--- src/rtl/updn_ctr_pkg.sv ---
package updn_ctr_pkg;

    typedef enum logic [1:0] {
        OP_HOLD = 2'd0,
        OP_LOAD = 2'd1,
        OP_INC  = 2'd2,
        OP_DEC  = 2'd3
    } ctr_op_e;

endpackage

--- src/rtl/ctr_op_decode.sv ---
module ctr_op_decode
    import updn_ctr_pkg::*;
(
    input  logic    load_n,
    input  logic    cnt_en_n,
    input  logic    carry_en_n,
    input  logic    up_dn,
    output ctr_op_e op
);
    // Load has priority; a step needs both enables low.
    always_comb begin
        if (!load_n) begin
            op = OP_LOAD;
        end else if (!cnt_en_n && !carry_en_n) begin
            op = up_dn ? OP_INC : OP_DEC;
        end else begin
            op = OP_HOLD;
        end
    end
endmodule

--- src/rtl/ctr_step.sv ---
module ctr_step
    import updn_ctr_pkg::*;
#(
    parameter int W = 4
) (
    input  ctr_op_e        op,
    input  logic [W-1:0]   cur,
    input  logic [W-1:0]   load_val,
    output logic [W-1:0]   nxt
);
    localparam logic [W-1:0] ONE = {{(W-1){1'b0}}, 1'b1};

    // Wrapping is natural: W-bit arithmetic drops the carry out.
    always_comb begin
        unique case (op)
            OP_LOAD: nxt = load_val;
            OP_INC:  nxt = cur + ONE;
            OP_DEC:  nxt = cur - ONE;
            default: nxt = cur;
        endcase
    end
endmodule

--- src/rtl/ctr_term_carry.sv ---
module ctr_term_carry #(
    parameter int W = 4
) (
    input  logic [W-1:0] cur,
    input  logic         carry_en_n,
    input  logic         up_dn,
    output logic         carry_n
);
    logic at_max;
    logic at_min;
    logic at_term;

    always_comb begin
        at_max  = &cur;
        at_min  = ~|cur;
        at_term = up_dn ? at_max : at_min;
        carry_n = ~(at_term & ~carry_en_n);
    end
endmodule

--- src/rtl/updn_ctr4.sv ---
module updn_ctr4
    import updn_ctr_pkg::*;
#(
    parameter int W = 4
) (
    input  logic         clk,
    input  logic         load_n,
    input  logic         cnt_en_n,
    input  logic         carry_en_n,
    input  logic         up_dn,
    input  logic [W-1:0] load_val,
    output logic [W-1:0] count,
    output logic         carry_n
);
    localparam logic [W-1:0] ALL_ONES = {W{1'b1}};
    localparam logic [W-1:0] ALL_ZERO = {W{1'b0}};
    localparam logic [W-1:0] ONE      = {{(W-1){1'b0}}, 1'b1};

    typedef struct packed {
        logic [W-1:0] cnt;
    } ctr_state_t;

    ctr_state_t st_d;
    ctr_state_t st_q;
    ctr_op_e    op;
    logic [W-1:0] cnt_nxt;

    ctr_op_decode u_dec (
        .load_n     (load_n),
        .cnt_en_n   (cnt_en_n),
        .carry_en_n (carry_en_n),
        .up_dn      (up_dn),
        .op         (op)
    );

    ctr_step #(.W(W)) u_step (
        .op       (op),
        .cur      (st_q.cnt),
        .load_val (load_val),
        .nxt      (cnt_nxt)
    );

    ctr_term_carry #(.W(W)) u_carry (
        .cur        (st_q.cnt),
        .carry_en_n (carry_en_n),
        .up_dn      (up_dn),
        .carry_n    (carry_n)
    );

    always_comb begin
        st_d     = st_q;
        st_d.cnt = cnt_nxt;
    end

    always_ff @(posedge clk) begin
        st_q <= st_d;
    end

    assign count = st_q.cnt;

    // Checking is armed once a load has made the count known.
    logic chk_arm_q = 1'b0;
    always_ff @(posedge clk) begin
        chk_arm_q <= chk_arm_q | ~load_n;
    end

    AST_LOAD_WINS: assert property (@(posedge clk) disable iff (!chk_arm_q)
        !load_n |=> count == $past(load_val));
    AST_HOLD_IDLE: assert property (@(posedge clk) disable iff (!chk_arm_q)
        (load_n && (cnt_en_n || carry_en_n)) |=> $stable(count));
    AST_STEP_UP: assert property (@(posedge clk) disable iff (!chk_arm_q)
        (load_n && !cnt_en_n && !carry_en_n && up_dn) |=> count == $past(count) + ONE);
    AST_STEP_DOWN: assert property (@(posedge clk) disable iff (!chk_arm_q)
        (load_n && !cnt_en_n && !carry_en_n && !up_dn) |=> count == $past(count) - ONE);
    AST_WRAP_UP: assert property (@(posedge clk) disable iff (!chk_arm_q)
        (load_n && !cnt_en_n && !carry_en_n && up_dn && count == ALL_ONES) |=> count == ALL_ZERO);
    AST_CARRY_GATED: assert property (@(posedge clk) disable iff (!chk_arm_q)
        !carry_n |-> !carry_en_n);
    AST_CARRY_TERM: assert property (@(posedge clk) disable iff (!chk_arm_q)
        !carry_n |-> (count == (up_dn ? ALL_ONES : ALL_ZERO)));
endmodule

--- config.mk ---
export PLATFORM = sky130hd
export DESIGN_NAME = updn_ctr4
export DESIGN_NICKNAME = d
export VERILOG_FILES = /design/src/rtl/updn_ctr_pkg.sv /design/src/rtl/ctr_op_decode.sv /design/src/rtl/ctr_step.sv /design/src/rtl/ctr_term_carry.sv /design/src/rtl/updn_ctr4.sv
export SDC_FILE = /design/constraint.sdc
export NUM_CORES = 1
export LEC_CHECK = 0
export ABC_AREA = 1
export BUFFER_PORTS_ARGS = -buffer_cell sky130_fd_sc_hd__buf_4
export CAP_MARGIN = 15
export CELL_PAD_IN_SITES_DETAIL_PLACEMENT = 1
export CELL_PAD_IN_SITES_GLOBAL_PLACEMENT = 1
export CORE_AREA = 2 2 39 41
export CTS_CLUSTER_SIZE = 40
export DETAILED_ROUTE_END_ITERATION = 10
export DIE_AREA = 0 0 41 43
export GPL_TIMING_DRIVEN = 0
export PLACE_DENSITY_LB_ADDON = 0.1
export SYNTH_ARGS = -nofsm -noshare
export SYNTH_HDL_FRONTEND = slang
export SYNTH_HIERARCHICAL = 1
export SYNTH_SLANG_ARGS = --single-unit
--- constraint.sdc ---
create_clock -name clk -period 2.25 [get_ports clk]
set_input_delay 0.225 -clock clk [delete_from_list [all_inputs] [get_ports clk]]
set_output_delay 0.225 -clock clk [all_outputs]
set_load 0.02 [all_outputs]
# --- Word-level counts from Yosys, hierarchy flattened ---
# Cells that the tools add are included.
# W data, S select, Z words.
word_totals:
  register_bits: 4
  latchBits: 0
  ram_bits: 0
  mem_bits_ro: 0
  inputBits: 9
  out_inout_bits: 5
  elab_cells: 21
  mem_count: 0
op_classes:
  addsub: 2
  mul: 0
  n_div: 0
  n_lt_le_gt_ge: 0
  eq_ne: 3
  n_shift: 0
  n_mux: 5
  bitwise: 3
  reduce_logical: 7
op_table:
  columns: ["op", "count"]
  rows:
  - ["$pmux W4 S3", 1]
  - ["$add A4 B1 Y4 const B", 1]
  - ["$eq A2 B2 Y1 const B", 2]
  - ["$mux W2", 2]
  - ["$reduce_and A4 Y1", 1]
  - ["$reduce_or A4 Y1", 1]
  - ["$sub A4 B1 Y4 const B", 1]
  - ["$logic_not A1 Y1", 3]
  - ["$reduce_bool A3 Y1", 1]
  - ["$eq A2 B1 Y1 const B", 1]
  - ["$mux W1", 2]
  - ["$not A1 Y1", 2]
  - ["$and A1 B1 Y1", 1]
  - ["$logic_and A1 B1 Y1", 1]

# --- Logic depth before layout (Yosys ltp) ---
# Gate-level depths: netlist (run 1).
depth:
  depth_word: 6
  mapped_depth: 14
  mapped_depth_nobuf: 13

# --- By module ---
# The synthesis (run 1) kept the hierarchy.
by_module_without_submodules:
  columns: ["mod", "instances", "cells_each", "area_per_inst_um2", "seq_area_each_um2"]
  rows:
  - ["ctr_step", 1, 42, 219.0, 0.0]
  - ["updn_ctr4", 1, 4, 80.1, 80.1]
  - ["ctr_term_carry", 1, 12, 46.3, 0.0]
  - ["ctr_op_decode", 1, 5, 27.5, 0.0]

# --- Worst setup path before layout (run 1) ---
# No wires, ideal clock.
synth_timing:
  path_kind: "input to register"
  start: "input port carry_en_n"
  end: "register st_q, in the netlist count[3]"
  setup_time_ns: 0.113
  arrival_time_ns: 1.373
  required_time_ns: 2.137
  path_slack_ns: 0.764
  path_stages: 10
  path_buffers: 0
  path_cell_list: "nor3b_2 > nand2_1 > inv_1 > ha_1 > inv_1 > nor2_1 > nor2_1 > nand3_1 > nand3_1 > nand2_1"
synth_via:
  elab_chain_len: 6
  word_cells_on_any_way: 9
  cone_classes: "eq/ne: 3; mux: 3; reduce/logical: 3"
synth_lines:
  columns: ["item", "line", "source"]
  rows:
  - ["from (decl)", "updn_ctr4.sv:9", "input logic carry_en_n,"]
  - ["$logic_not A1 Y1 *", "ctr_op_decode.sv:14", "end else if (!cnt_en_n && !carry_en_n) begin"]
  - ["$logic_and A1 B1 Y1 *", "ctr_op_decode.sv:14", null]
  - ["$mux W2 *", "ctr_op_decode.sv:14", null]
  - ["$mux W2 *", "ctr_op_decode.sv:12", "if (!load_n) begin"]
  - ["$eq A2 B2 Y1 / $eq A2 B1 Y1 (equally long branches)", "ctr_step.sv:15", "unique case (op)"]
  - ["$pmux W4 S3 *", "ctr_step.sv:15", null]
  - ["via cnt_nxt[3]", "updn_ctr4.sv:26", "logic [W-1:0] cnt_nxt;"]
  - ["to (signal assigned)", "updn_ctr4.sv:56", "st_q <= st_d;"]
  - ["to (decl)", "updn_ctr4.sv:24", "ctr_state_t st_q;"]
# Mark *: on every way through the listed nets, which the timed path passes. The rest lies on a longest branch.
# A chain may end at the register's enable or synchronous reset.

# --- Worst setup path in the final report (run 1) ---
layout_timing:
  start: "input port carry_en_n"
  end: "register st_q, in the netlist count[3]"
layout_via:
  elab_chain_len: 6
  word_cells_on_any_way: 9
  cone_classes: "eq/ne: 3; mux: 3; reduce/logical: 3"
layout_lines:
  columns: ["item", "line", "source"]
  rows:
  - ["$logic_not A1 Y1 *", "ctr_op_decode.sv:14", null]
  - ["$logic_and A1 B1 Y1 *", "ctr_op_decode.sv:14", null]
  - ["$mux W2 *", "ctr_op_decode.sv:14", null]
  - ["$mux W2 *", "ctr_op_decode.sv:12", null]
  - ["via op[1]", "updn_ctr4.sv:25", "ctr_op_e op;"]
  - ["$eq A2 B2 Y1 / $eq A2 B1 Y1 (equally long branches)", "ctr_step.sv:15", null]
  - ["$pmux W4 S3 *", "ctr_step.sv:15", null]
  - ["via cnt_nxt[3]", "updn_ctr4.sv:26", null]
# Marks and branches as above.

==> flow_metrics.tcl, run 1 <==
set metrics [dict create \
    hold_ws_ps 233.6 \
    rsz0062_at_grt "false" \
    rr_startpoint "count[1]" \
    skew_ps 0.4807 \
    cap_violations 0 \
    max_stage_delay_ps 460 \
    clk_latency_ps 230 \
    setup_viol 0 \
    gp_congestion 0.7121 \
    timing.final.crit_share 0.7205 \
    layout-drive-gt1-share 0.2405 \
    start_kind "input port" \
    yosysSeqAreaShare 0.2148 \
    fmax_mhz 616.8 \
    swShare 0.3576 \
    synthSimpleGateAreaFrac 0.4832 \
    slowest_stage "nor3b_2" \
    synthAdderAreaFrac 0.06711 \
    min_path_cells 3 \
    antenna_cells 0 \
    grt_pass1_vias 455 \
    synth_top_family_by_area "simple AND/OR/NAND/NOR gates" \
    layout.nets 92 \
    cts_made_buffers 3 \
    synth.avg_cell_area_um2 5.918 \
    fp.dieW_um 41 \
    cts_hold_buf 0 \
    slew_headroom 0.6518 \
    final_cell_area_um2 513.0 \
    powerDensity_nw_per_um2 585.3 \
    first_iter_violations 5 \
    num_io_pins 14 \
    cts_tree "built" \
    synth_xor_area_frac 0.02349 \
    grt_pass1_wl_um 1752 \
    grt_overflow_total 0 \
    cts_root_buf "clkbuf_4" \
    clkPwrFrac 0.304 \
    p_comb_frac 0.364 \
    hold_viol_final 0 \
    p_int_uw 192.9 \
    busiest_layer "met2" \
    routed_wl_um 920 \
    vias_per_cell 4.463 \
    muxShareOfSynthArea 0 \
    drc 0 \
    slew_viol_final 0 \
    holdCritStartpoint "load_val[1]" \
    drt.antenna.violating_nets 0 \
    rows 14 \
    yosys_warnings 6 \
    use_met1 0.1891 \
    core-area_um2 1384 \
    die-height_um 43 \
    path_clk_slew_ps 40 \
    antenna_found_initial 0 \
    io_buffers 13 \
    drt-pass1-iter-count 2 \
    largest_reg_flops 4 \
    area.growth.synth_to_final_pct 37.58 \
    synth-seq-cells 4 \
    synthCells 63 \
    crit_path_end_kind "register" \
    final_util 0.3707 \
    start_util 0.2694 \
    grt_max_degree 9 \
    reg2reg_depth 8 \
    cts.repair.resized 0 \
    hold_path.class "in2reg" \
    vias 424 \
    cts_buffer_depth 2 \
    r2r_setup_slack_ps 940 \
    setup_tns_ps 0 \
    synth_fp_nets 74 \
    synth_compound_area_frac 0.05369 \
    hpwlAfterDp_um 759.8 \
    ys_types 13 \
    tightestPinTransition_ps 520.0 \
    criticalPathCategory "in2reg" \
    die_area_um2 1763 \
    h-tree-depth 1 \
    placed_cell_area_um2 490.5 \
    gr-usage-met2 0.2188 \
    arrival_ps 1750 \
    cp_max_fo 7 \
    grtUsageTotal 0.1444 \
    switchingPower_uw 107.4 \
    crit_required_ps 2380 \
    crit_chain "buf_4 > nor3b_2 > nand2_1 > inv_1 > ha_1 > inv_1 > nor2_1 > nor2_1 > nand3_1 > nand3_1 > nand2_1" \
    cellLeakagePower_uw 0.0002912 \
    min_period_ps 1621 \
    rr_endpoint "count[2]" \
    use_met3 0.03141 \
    hold_end "count[1]" \
    postCtsSetupRepairBufs 0 \
    p_seq_frac 0.332 \
    status "finished clean" \
    wire_per_inst_um 9.684 \
    netlist_area_um2 372.9 \
    ir_drop_v 0.0002683 \
    clkSinkCount 4 \
]
synth_stat cells (all sizes together):
cell type	number	area, µm²
nand2	21	78.83
inv	12	45.04
nand3	10	55.05
nor2	7	26.28
dfxtp	4	80.08
ha	2	25.02
o211ai	2	15.01
a21oi	1	5.000
clkbuf	1	13.76
nand3b	1	7.510
nor3b	1	12.51
xnor2	1	8.760
worst max-delay path, delay by kind of cell:
kind / cells / cell delay (ps)
adder cells (fa/ha/maj): 1 / 230
buffers and inverters: 3 / 300
AND/OR/NAND/NOR: 7 / 980
placed cells by master, fill, tap and decap left out, drive strengths merged:
master	Yosys	final
a21oi	1	1
buf	0	13
clkbuf	1	4
dfxtp	4	4
ha	2	2
inv	12	12
nand2	21	21
nand3	10	10
nand3b	1	1
nor2	7	7
nor3b	1	1
o211ai	2	2
xnor2	1	1
metal layers:
metal / vias up / wire length [µm]
met5: - / 0
met4: 0 / 0
met3: 0 / 53
met2: 10 / 409
met1: 182 / 458
li1: 232 / -
worst max path at each step:
stage                     startpoint       end  cells past startpoint
after global routing      carry_en_n  count[3]                     12
after CTS                 carry_en_n  count[3]                     11
final                     carry_en_n  count[3]                     11
after floorplan           carry_en_n  count[3]                     10
after detailed placement  carry_en_n  count[3]                     11
after global placement    carry_en_n  count[3]                     11
power by group through the flow:
stage / Combinational, µW / Sequential, µW / Clock, µW
floorplan: 58.6 / 109 / 0
global placement: 109 / 101 / 0
detailed placement: 111 / 101 / 0
CTS: 111 / 100 / 94.3
global route: 128 / 102 / 102
finish: 109 / 99.6 / 91.4
metrics by stage:
step / power, µW / std cells / setup WS (ps)
floorplan: 167.6 / 63 / 764.3
global route: 332.8 / 95 / 424.9
finish: 300.2 / 95 / 628.8
detailed placement: 212.2 / 92 / 354.8
CTS: 305.9 / 95 / 604.9
global placement: 210.3 / 92 / 378.0
logic make-up after synthesis:
| kind of cell | count (synthesis) |
|---|---|
| DFF | 4 |
| adders and majority gates | 2 |
| buffers and inverters | 13 |
| and+or+nand+nor | 40 |
| xor gates and xnor gates | 1 |
| AOI/OAI and AO/OA | 3 |
layout make-up:
class	count	area, µm²
buffer	1	13.76
clock buffer	3	22.52
fill	199	870.8
inverter	12	45.04
multi-input combinational	46	234.0
sequential	4	80.08
tap	16	20.02
timing repair buffer	13	97.59
Note: power is estimated with default switching activity, not from simulation.
==> run 2, diff against run 1 <==
CORE_AREA = default   (was 2 2 39 41)
CORE_UTILIZATION = 26   (was default)
DIE_AREA = default   (was 0 0 41 43)
clock period = 1.3 ns   (was 2.25 ns; I/O delays follow)
==> run 2 against run 1 <==
  * Non-clock buffer count increased by 4
  * Die area decreased by 9.8%
  * Wire length increased by 14%
  * Worst hold slack got worse by 100 ps
  * Critical path depth decreased by 4
  * Final cell count increased by 3.2%
  * Sequential cell count unchanged
  * Sequential share of layout area decreased by 0.63 points
  * Largest power group unchanged
  * Clock skew increased by 3.6 ps
==> flow_metrics.tcl, run 2 (synthesis results as in run 1) <==
set metrics [dict create \
    drt-pass1-iter-count 4 \
    vias 465 \
    dp_slack_ps -292.0 \
    rr_endpoint "count[3]" \
    setup_ws_ps 88.46 \
    mostFrequentLayoutCell "nand2_1" \
    drt.antenna.violating_nets 0 \
    slowest_stage "dfxtp_4" \
    routed_wl_um 1050 \
    slew_headroom 0.7839 \
    switchingPower_uw 210.7 \
    antenna_cells 0 \
    final_cell_area_um2 618.1 \
    rows 13 \
    start_util 0.2830 \
    crit_path_end_kind "register" \
    path_delay_family "simple AND/OR/NAND/NOR gates" \
    vias_per_cell 4.745 \
    cts_tree "built" \
    p_int_uw 370.0 \
    die-height_um 39.87 \
    timing.final.crit_share 0.9320 \
    clkPwrFrac 0.277 \
    cts_made_buffers 3 \
    setup_tns_ps 0 \
    cp_max_fo 5 \
    area.growth.synth_to_final_pct 65.77 \
    min_period_ps 1212 \
    crit_required_ps 1440 \
    cp_common_cell "nand2_1" \
    cellLeakagePower_uw 0.0003231 \
    h-tree-depth 1 \
    grt_max_degree 9 \
    max_stage_delay_ps 360 \
    r2r_setup_slack_ps 90 \
    clkSinkCount 4 \
    p_seq_frac 0.315 \
    grtUsageTotal 0.1678 \
    placed_cell_area_um2 510.5 \
    cts_buffer_depth 2 \
    wire_per_inst_um 10.71 \
    die_area_um2 1590 \
    grt_pass1_wl_um 1704 \
    cp-endpoint "count[3]" \
    ir_drop_v 0.0005411 \
    fp.dieW_um 39.87 \
    hold_path.class "in2reg" \
    status "finished clean" \
    criticalPathCategory "reg2reg" \
    crit_buf_inv 0 \
    arrival_ps 1350 \
    layout.nets 96 \
    skew_ps 4.110 \
    reg2reg_depth 7 \
    core-area_um2 1318 \
    slew_viol_final 0 \
    layout_common_cells "nand2_1, buf_4, inv_1" \
    gp_congestion 0.6645 \
    grt_overflow_total 0 \
    fmax_mhz 825.4 \
    clk_latency_ps 240 \
    layout-drive-gt1-share 0.4337 \
    grt_pass1_vias 378 \
    crit_start "count[2]" \
    crit_chain "ha_4 > nand2_1 > nand3b_1 > nand2_1 > nand2_1 > nand3_1 > nand2_1" \
    cp.depth 7 \
    drc 0 \
    tightestPinTransition_ps 323.8 \
    cap_violations 0 \
    powerDensity_nw_per_um2 939.5 \
    p_total_uw 580.7 \
    min_path_cells 3 \
    rr_startpoint "count[2]" \
    io_buffers 13 \
    num_io_pins 14 \
    first_iter_violations 5 \
    p_comb_frac 0.407 \
    cts_root_buf "clkbuf_4" \
    largest_reg_flops 4 \
    start_kind "register" \
    antenna_found_initial 0 \
    setup_viol 0 \
    hold_viol_final 0 \
    path_clk_slew_ps 40 \
    hpwlAfterDp_um 778.5 \
    swShare 0.3629 \
]
[run 2: cell count changes in the layout (fill, tap and decap cells not counted), moves of 3 or more]
cell / delta
buf_6: +3
nor2_2: +4
nor2_1: -4
dfxtp_1: -4
dfxtp_4: +3
[run 2: routing by layer]
layer  share of wire  vias up  wire length (µm)  global-route usage
met5               0        -                 0                   0
met4          0.0076        0                 8             0.05172
met3           0.048        2                50             0.08523
met2            0.48       12               508              0.2460
met1            0.46      212               483              0.2081
li1                -      239                 -                   -
[run 2: worst min path at each step]
| stage | from | to | slack (ps) |
|---|---|---|---|
| 6_report | load_val[1] | count[1] | 130 |
| 5_1_grt | load_val[0] | count[0] | 160 |
| 4_1_cts | load_val[1] | count[1] | 130 |
| 3_5_place_dp | load_val[1] | count[1] | 380 |
| 3_3_place_gp | load_val[1] | count[1] | 380 |
| 2_1_floorplan | load_val[1] | count[1] | 290 |
[run 2: tightest hold or removal path: stages]
cell and delay (ps):
buf_4 80, nand3_1 60, nand3_1 70
[run 2: what timing repair did]
action	in CTS	in global routing
buffers inserted	1	3
gates resized for setup	1	19
cloned	0	0
endpoints found under the setup margin	2	4
pin swaps	1	16
hold buffers	0	0
endpoints found under the hold margin	0	0
[run 2: area by class of cell]
class,instances,area [µm²]
fill,178,699.4
multi-input combinational,46,280.3
timing repair buffer,17,138.9
sequential,4,92.59
inverter,12,50.05
clock buffer,3,22.52
tap,15,18.77
buffer,1,15.01
[run 2: per-stage QoR]
stage,cells,hold WS (ps),utilization
finish,98,133.4,0.4691
global route,98,160.3,0.4691
CTS,95,131.4,0.4112
detailed placement,91,384.4,0.3875
global placement,91,376.6,0.3875
floorplan,63,287.4,-
[run 2: power groups by stage]
stage / Clock [µW] / Combinational [µW] / Sequential [µW]
2_1_floorplan: 0 / 109 / 191
3_3_place_gp: 0 / 196 / 178
3_5_place_dp: 0 / 202 / 179
4_1_cts: 169 / 205 / 178
5_1_grt: 183 / 265 / 188
6_report: 161 / 237 / 183
==> run 3, diff against run 2 <==
MAX_ROUTING_LAYER = met4   (was default)
==> run 3 against run 2 <==
  * Combinational power about the same
  * Clock power barely moved
  * Sequential share of layout area unchanged
  * Clock-buffer cell count is the same
  * Clock skew barely moved
  * Fmax shrank 1.1%
  * Register-to-register slack is essentially flat
  * Critical path depth is 7 higher
  * Sequential power hardly changed
  * Via count decreased by 1.3%
  * Sequential cell count unchanged
==> flow_metrics.tcl, run 3 (synthesis results as in run 1) <==
set metrics [dict create \
    final_cell_area_um2 618.1 \
    core-area_um2 1318 \
    cts_made_buffers 3 \
    slew_headroom 0.7839 \
    cp_max_fo 4 \
    mostFrequentLayoutCell "nand2_1" \
    dp_slack_ps -292.0 \
    gp_congestion 0.6708 \
    vias 459 \
    drc 0 \
    powerDensity_nw_per_um2 936.4 \
    layout_common_cells "nand2_1, buf_4, inv_1" \
    placed_cell_area_um2 510.5 \
    area.growth.synth_to_final_pct 65.77 \
    wl_met3_um 53 \
    num_io_pins 14 \
    crit_path_end_kind "register" \
    rr_endpoint "count[3]" \
    wire_per_inst_um 10.67 \
    drt-met1-wl_um 481 \
    cellLeakagePower_uw 0.0003231 \
    cts_root_buf "clkbuf_4" \
    drt-pass1-iter-count 4 \
    start_kind "input port" \
    skew_ps 4.184 \
    grt_max_degree 9 \
    die-height_um 39.87 \
    grtUsageTotal 0.1706 \
    io_buffers 13 \
    start_util 0.2830 \
    setup_ws_ps 74.54 \
    reg2reg_depth 7 \
    fp.dieW_um 39.87 \
    dpl.cell_count 91 \
    crit_required_ps 1430 \
    rows 13 \
    slew_viol_final 0 \
    vias_per_cell 4.684 \
    criticalPathCategory "in2reg" \
    min_period_ps 1225 \
    antenna_found_initial 0 \
    cts_tree "built" \
    h-tree-depth 1 \
    timing.final.crit_share 0.9427 \
    final_cells 98 \
    antenna_cells 0 \
    cap_violations 0 \
    first_iter_violations 6 \
    layout-drive-gt1-share 0.4337 \
    largest_reg_flops 4 \
    fmax_mhz 816.0 \
    cts_hold_buf 0 \
    grt_pass1_wl_um 1683 \
    r2r_setup_slack_ps 80 \
    status "finished clean" \
    setup_viol 0 \
    ir_drop_v 0.0005401 \
    hold_end "count[1]" \
    routed_wl_um 1046 \
    grt_pass1_vias 382 \
    tightestPinTransition_ps 323.7 \
    clk_latency_ps 240 \
    drt.antenna.violating_nets 0 \
    holdCritStartpoint "load_val[1]" \
    arrival_ps 1360 \
    hpwlAfterDp_um 778.5 \
    p_total_uw 578.8 \
    routed-wl-met2_um 511 \
    min_path_cells 3 \
    cts_buffer_depth 2 \
    highest_layer "met3" \
    layout.nets 96 \
    clkSinkCount 4 \
    rr_startpoint "count[2]" \
    hold_ws_ps 135.9 \
    path_clk_slew_ps 40 \
    die_area_um2 1590 \
    grt_overflow_total 0 \
    hold_path.class "in2reg" \
    hold_viol_final 0 \
]
run 3: cell counts in the layout (fill, tap and decap cells not counted):
No cell type changed its count.
run 3: layout make-up:
cell class	instances	area [µm²]
multi-input combinational	46	280.3
sequential	4	92.59
clock buffer	3	22.52
timing repair buffer	17	138.9
tap	15	18.77
buffer	1	15.01
fill	178	699.4
inverter	12	50.05
run 3: through the flow:
stage	util	setup TNS, ps
6_report	0.4691	0
5_1_grt	0.4691	-26.60
4_1_cts	0.4112	0
3_5_place_dp	0.3875	-706.8
3_3_place_gp	0.3875	-613.6
2_1_floorplan	-	0
run 3: per-layer routing:
| layer | up-vias | track usage |
|---|---|---|
| li1 | 238 | - |
| met1 | 207 | 0.2047 |
| met2 | 14 | 0.2460 |
| met3 | 0 | 0.08523 |
| met4 | 0 | 0.05172 |
| met5 | - | - |
run 3: worst max-delay path by stage:
stage | slack, ps | to | start | cells past startpoint
after floorplan | 10 | count[2] | count[1] | 8
after global placement | -250 | count[3] | cnt_en_n | 11
after detailed placement | -290 | count[3] | cnt_en_n | 11
after CTS | 0.7 | carry_n | count[0] | 6
after global routing | -30 | count[3] | carry_en_n | 14
final | 70 | count[3] | carry_en_n | 14
run 3: timing repair:
action                                  CTS  global route
pin swaps                                 1            16
setup buffers                             1             3
gates resized for setup                   1            19
endpoints found under the setup margin    2             4
run 3: worst max-delay path, stage by stage:
cell and delay [ps]:
buf_6 90, nor2_2 30, nand2_1 60, nand2_1 70, buf_8 130, nand2_4 70
inv_4 40, ha_4 270, nand2_1 50, nand3b_1 190, nand2_1 80, nand2_1 50
nand3_1 50, nand2_1 50
run 3: power by group:
part | total, µW | internal (µW) | switching (µW)
clock network | 159 | 104 | 55.7
logic | 237 | 119 | 118
registers | 183 | 147 | 35.5
total | 579 | 370 | 209
